<file path="src/rtl/uart_modem_ctl.sv">
module uart_modem_ctl (
  input  logic       clk,
  input  logic       rst,
  input  logic       wr_en,
  input  logic       rd_en,
  input  logic [1:0] addr,
  input  logic [7:0] wdata,
  output logic [7:0] rdata,
  input  logic       cts_n,
  input  logic       dsr_n,
  input  logic       ri_n,
  input  logic       dcd_n,
  output logic       dtr_n,
  output logic       op_n,
  input  logic       ms_irq_en,
  input  logic       chan_irq,
  output logic       msi_req,
  output logic       irq_pin,
  output logic       irq_oe,
  output logic       tx_allow
);
  localparam logic [1:0] A_CTL = 2'd0;
  localparam logic [1:0] A_STA = 2'd1;
  localparam logic [1:0] A_FEA = 2'd2;

  logic [7:0] ctl_q;
  logic       auto_cts;
  logic [3:0] s1, s2, prev;
  logic [3:0] delta;
  logic [3:0] evt;
  logic       rd_clr;

  // bit order {dcd, ri, dsr, cts}
  always_ff @(posedge clk) begin
    if (rst) begin
      s1   <= 4'hF;
      s2   <= 4'hF;
      prev <= 4'hF;
    end else begin
      s1   <= {dcd_n, ri_n, dsr_n, cts_n};
      s2   <= s1;
      prev <= s2;
    end
  end

  assign evt = {s2[3] ^ prev[3], s2[2] & ~prev[2], s2[1] ^ prev[1], s2[0] ^ prev[0]};
  assign rd_clr = rd_en && (addr == A_STA);

  always_ff @(posedge clk) begin
    if (rst) begin
      ctl_q    <= 8'h00;
      auto_cts <= 1'b0;
      delta    <= 4'h0;
    end else begin
      if (wr_en && addr == A_CTL) ctl_q <= wdata;
      if (wr_en && addr == A_FEA) auto_cts <= wdata[7];
      delta <= (rd_clr ? 4'h0 : delta) | evt;
    end
  end

  always_comb begin
    case (addr)
      A_CTL:   rdata = ctl_q;
      A_STA:   rdata = {~s2, delta};
      A_FEA:   rdata = {auto_cts, 7'b0};
      default: rdata = 8'h00;
    endcase
  end

  assign dtr_n    = ~ctl_q[0];
  assign op_n     = ~ctl_q[3];
  assign irq_oe   = ctl_q[3];
  assign msi_req  = ms_irq_en & (|delta);
  assign irq_pin  = chan_irq | msi_req;
  assign tx_allow = ~auto_cts | ~s2[0];
endmodule


</file>
<file path="config.mk">
export PLATFORM = sky130hd
export DESIGN_NAME = uart_modem_ctl
export DESIGN_NICKNAME = d
export VERILOG_FILES = /design/src/rtl/uart_modem_ctl.sv
export SDC_FILE = /design/constraint.sdc
export NUM_CORES = 1
export LEC_CHECK = 0
export CORE_MARGIN = 10
export CORE_UTILIZATION = 40
export DETAILED_ROUTE_END_ITERATION = 12
export GPL_ROUTABILITY_DRIVEN = 0
export PLACE_DENSITY = 0.73
export SETUP_SLACK_MARGIN = 0.15
export SLEW_MARGIN = 10
export SYNTH_ARGS = -nofsm -noshare
export SYNTH_HDL_FRONTEND = slang
export SYNTH_SLANG_ARGS = --single-unit
</file>
<file path="constraint.sdc">
create_clock -name clk -period 1.2 [get_ports clk]
set_clock_uncertainty 0.15 [all_clocks]
set_input_delay 0.24 -clock clk [delete_from_list [all_inputs] [get_ports clk]]
set_output_delay 0.24 -clock clk [all_outputs]
set_load 0.01 [all_outputs]
</file>
==> results_dict.tcl <==
set metrics [dict create \
    cts_inserted_buffers 3 \
    io_buffer_count 33 \
    synthMuxAreaShare_pct 12.2 \
    relSlewSlack_pct 83.6 \
    hold_class "input port to flop" \
    max_slew.worst_pin.slew_ns 0.245 \
    max-cap-violations 0 \
    die_h_microns 71.7 \
    n_fill_cell 194 \
    stdcell_count 195 \
    cts_root_buf "clkbuf_4" \
    cts_hold_buf 0 \
    rsz0062_at_grt "true" \
    ios 34 \
    ys_types 22 \
    sw_frac_of_total_pct 25.8 \
    nets 186 \
    worstSetupEndpoint "irq_pin" \
    path_class "flop to output pin" \
    synth_top_area_share_pct 46.8 \
    ys_warn_count 0 \
    num_rows 18 \
    cts.path.max_buffers 2 \
    die_w_microns 71.7 \
    grt_max_degree 20 \
    p_switching_mw 0.430 \
    utilization_pct 71.6 \
    start_util_pct 42.4 \
    clock_latency_ns 0.33 \
    cp.arrival_ns 1.47 \
    finalCritPeriodShare_pct 155 \
    final_antenna_net_count 0 \
    first_global_vias 1029 \
    pwr-share-comb_pct 22.7 \
    seqPwrFrac_pct 53.5 \
    grt_antenna_before_repair 0 \
    synthXorXnorAreaFrac_pct 2.46 \
    synth_compound_area_share_pct 6.44 \
    final.min_clock_period_ns 1.86 \
    dp_hpwl_microns 2150 \
    grt-ovfl-total 0 \
    synthToLayoutAreaGrowth_pct 69.0 \
    cts_sinks 25 \
    multiInputGateArea_sq_um 611 \
    peakVddDrop_mv 0.743 \
    timing.final.ws_setup_ns -0.655 \
    max_freq_mhz 539 \
    wl_per_cell_microns 15.4 \
    internal_power_mw 1.23 \
    synth_top_family_by_area "simple AND/OR/NAND/NOR gates" \
    setup_viol 14 \
    start_kind "flop" \
    async_reset_ff_share_pct 0 \
    synth_area_leaders "dfxtp_1 (47%), mux2i_1 (12%), nand2b_1 (12%), or2_2 (7.0%), nor2_1 (3.2%)" \
    ys_seq_area_share_pct 46.8 \
    power_mw 1.66 \
    synth_area_per_cell_sq_um 9.80 \
    h-tree-depth 1 \
    tritoncts "built" \
    synth_fa_ha_area_share_pct 0 \
    tns_ns -4.09 \
    synth_seq_cells 25 \
    synth-edff-count 0 \
    core-area_sq_mm 0.00252 \
    synthFlopType "dfxtp_1" \
    yosys-top-cells-count "dfxtp_1 (25), nand2b_1 (20), mux2i_1 (13)" \
    synthesis.area_sq_mm 0.00107 \
    failed_checks "setup timing" \
    dieArea_sq_mm 0.00514 \
    finalWirelength_microns 3000 \
    synth.most_common_cell "dfxtp_1" \
    power_leakage_nw 0.755 \
    status "finished with violations" \
    startpoint "delta[3]" \
    drive_above_1_share_pct 51.5 \
    rrSetupSlack_ns 0.12 \
    crit-reg2reg-launch "s2[0]" \
    syn_nets 129 \
    synth-simple-area-share_pct 27.5 \
    drc 0 \
    placed_area_sq_mm 0.00164 \
    drt_first_pass_iters 4 \
    diodes 0 \
    r2r-end "prev[0]" \
    yosys.area.top_type "dfxtp_1" \
    syn_inst 109 \
    hold_viol 0 \
    num_vias 947 \
    crit_required_ns 0.81 \
    via_per_inst 4.86 \
    drt-initial-drc-count 75 \
    seqCellArea_sq_um 519 \
    power_density_mw_per_mm2 921 \
    grt_pass1_wl_microns 5110 \
    path_max_fanout 2 \
    cp-end-kind "output pin" \
    report.final.slew_viol_count 0 \
    finalInstanceArea_sq_mm 0.00181 \
    pwr-share-clk_pct 23.8 \
    clkTransAtPathRegs_ns 0.15 \
    hold-worst-slack_ns 0.250 \
    reg2reg_depth 3 \
    dp_cells 187 \
    grt_usage_pct 12.2 \
    place_ws_ns -0.995 \
]
[registers in the layout, indices dropped and copies added (netlist names)]
signal,cells
auto_cts,1
ctl_q,8
delta,4
prev,4
s1,4
s2,4
[cell usage in the layout (no fill, tap or decap), types with 2 or more instances in the layout]
master / count
nand2b_1: 20
clkdlybuf4s50_1: 15
mux2i_1: 13
buf_6: 13
buf_4: 13
dfxtp_1: 12
dfxtp_2: 12
or2_2: 11
buf_2: 10
nor2_1: 6
nor2_2: 3
a211oi_4: 3
clkbuf_4: 3
dlygate4sd2_1: 3
nand3b_1: 2
inv_2: 2
xnor2_1: 2
o22ai_1: 2
buf_8: 2
buf_12: 2
[how the worst min path moves through the flow]
stage / start / slack, ns / cells after the start / to
after floorplan: cts_n / 0.19 / 1 / s1[0]
after global placement: s1[3] / 0.24 / 1 / s2[3]
after detailed placement: s1[3] / 0.25 / 1 / s2[3]
after CTS: wr_en / 0.25 / 3 / auto_cts
after global routing: wr_en / 0.29 / 3 / auto_cts
final: wr_en / 0.25 / 3 / auto_cts
[metal layers]
metal	part of all wire, %	routed length (microns)	vias up	global-route usage, %
li1	-	-	465	-
met1	42	1260	442	14.0
met2	51	1520	36	21.7
met3	6.0	181	4	2.89
met4	1.0	30	0	3.87
met5	0	0	-	0
[power by group through the flow]
stage                     Sequential (mW)  Clock, mW  Combinational (mW)
final                               0.890      0.396               0.377
after CTS                           0.891      0.402               0.370
after floorplan                     0.903          0               0.161
after global routing                0.894      0.441               0.406
after global placement              0.903          0               0.326
after detailed placement            0.904          0               0.336
[cells by family (layout without fill, tap and decap cells)]
logic type,count (synthesis),count (layout)
compound gates,9,9
xor+xnor,3,3
buf+inv,10,66
flops,25,25
mux,13,13
simple gates,49,49
[critical path, stage by stage (launching register included)]
cell and delay [ns]:
dfxtp_2 0.35, o41a_1 0.44, or2_1 0.22, buf_2 0.14
[final cells by class]
class	instances	share of cell area [%]
tap	30	2.08
clock inverter	1	0.416
timing repair buffer	60	33.3
multi-input combinational	74	33.8
clock buffer	3	1.25
sequential	25	28.8
inverter	2	0.416
[what timing repair did]
| action | 4_1_cts | 5_1_grt |
|---|---|---|
| cloned | 2 | 0 |
| gates resized for setup | 101 | 5 |
| hold endpoints to repair | 0 | 0 |
| buffers inserted | 2 | 0 |
| pin swaps | 11 | 6 |
| setup endpoints to repair | 36 | 22 |
(Power assumes the default switching activity.)
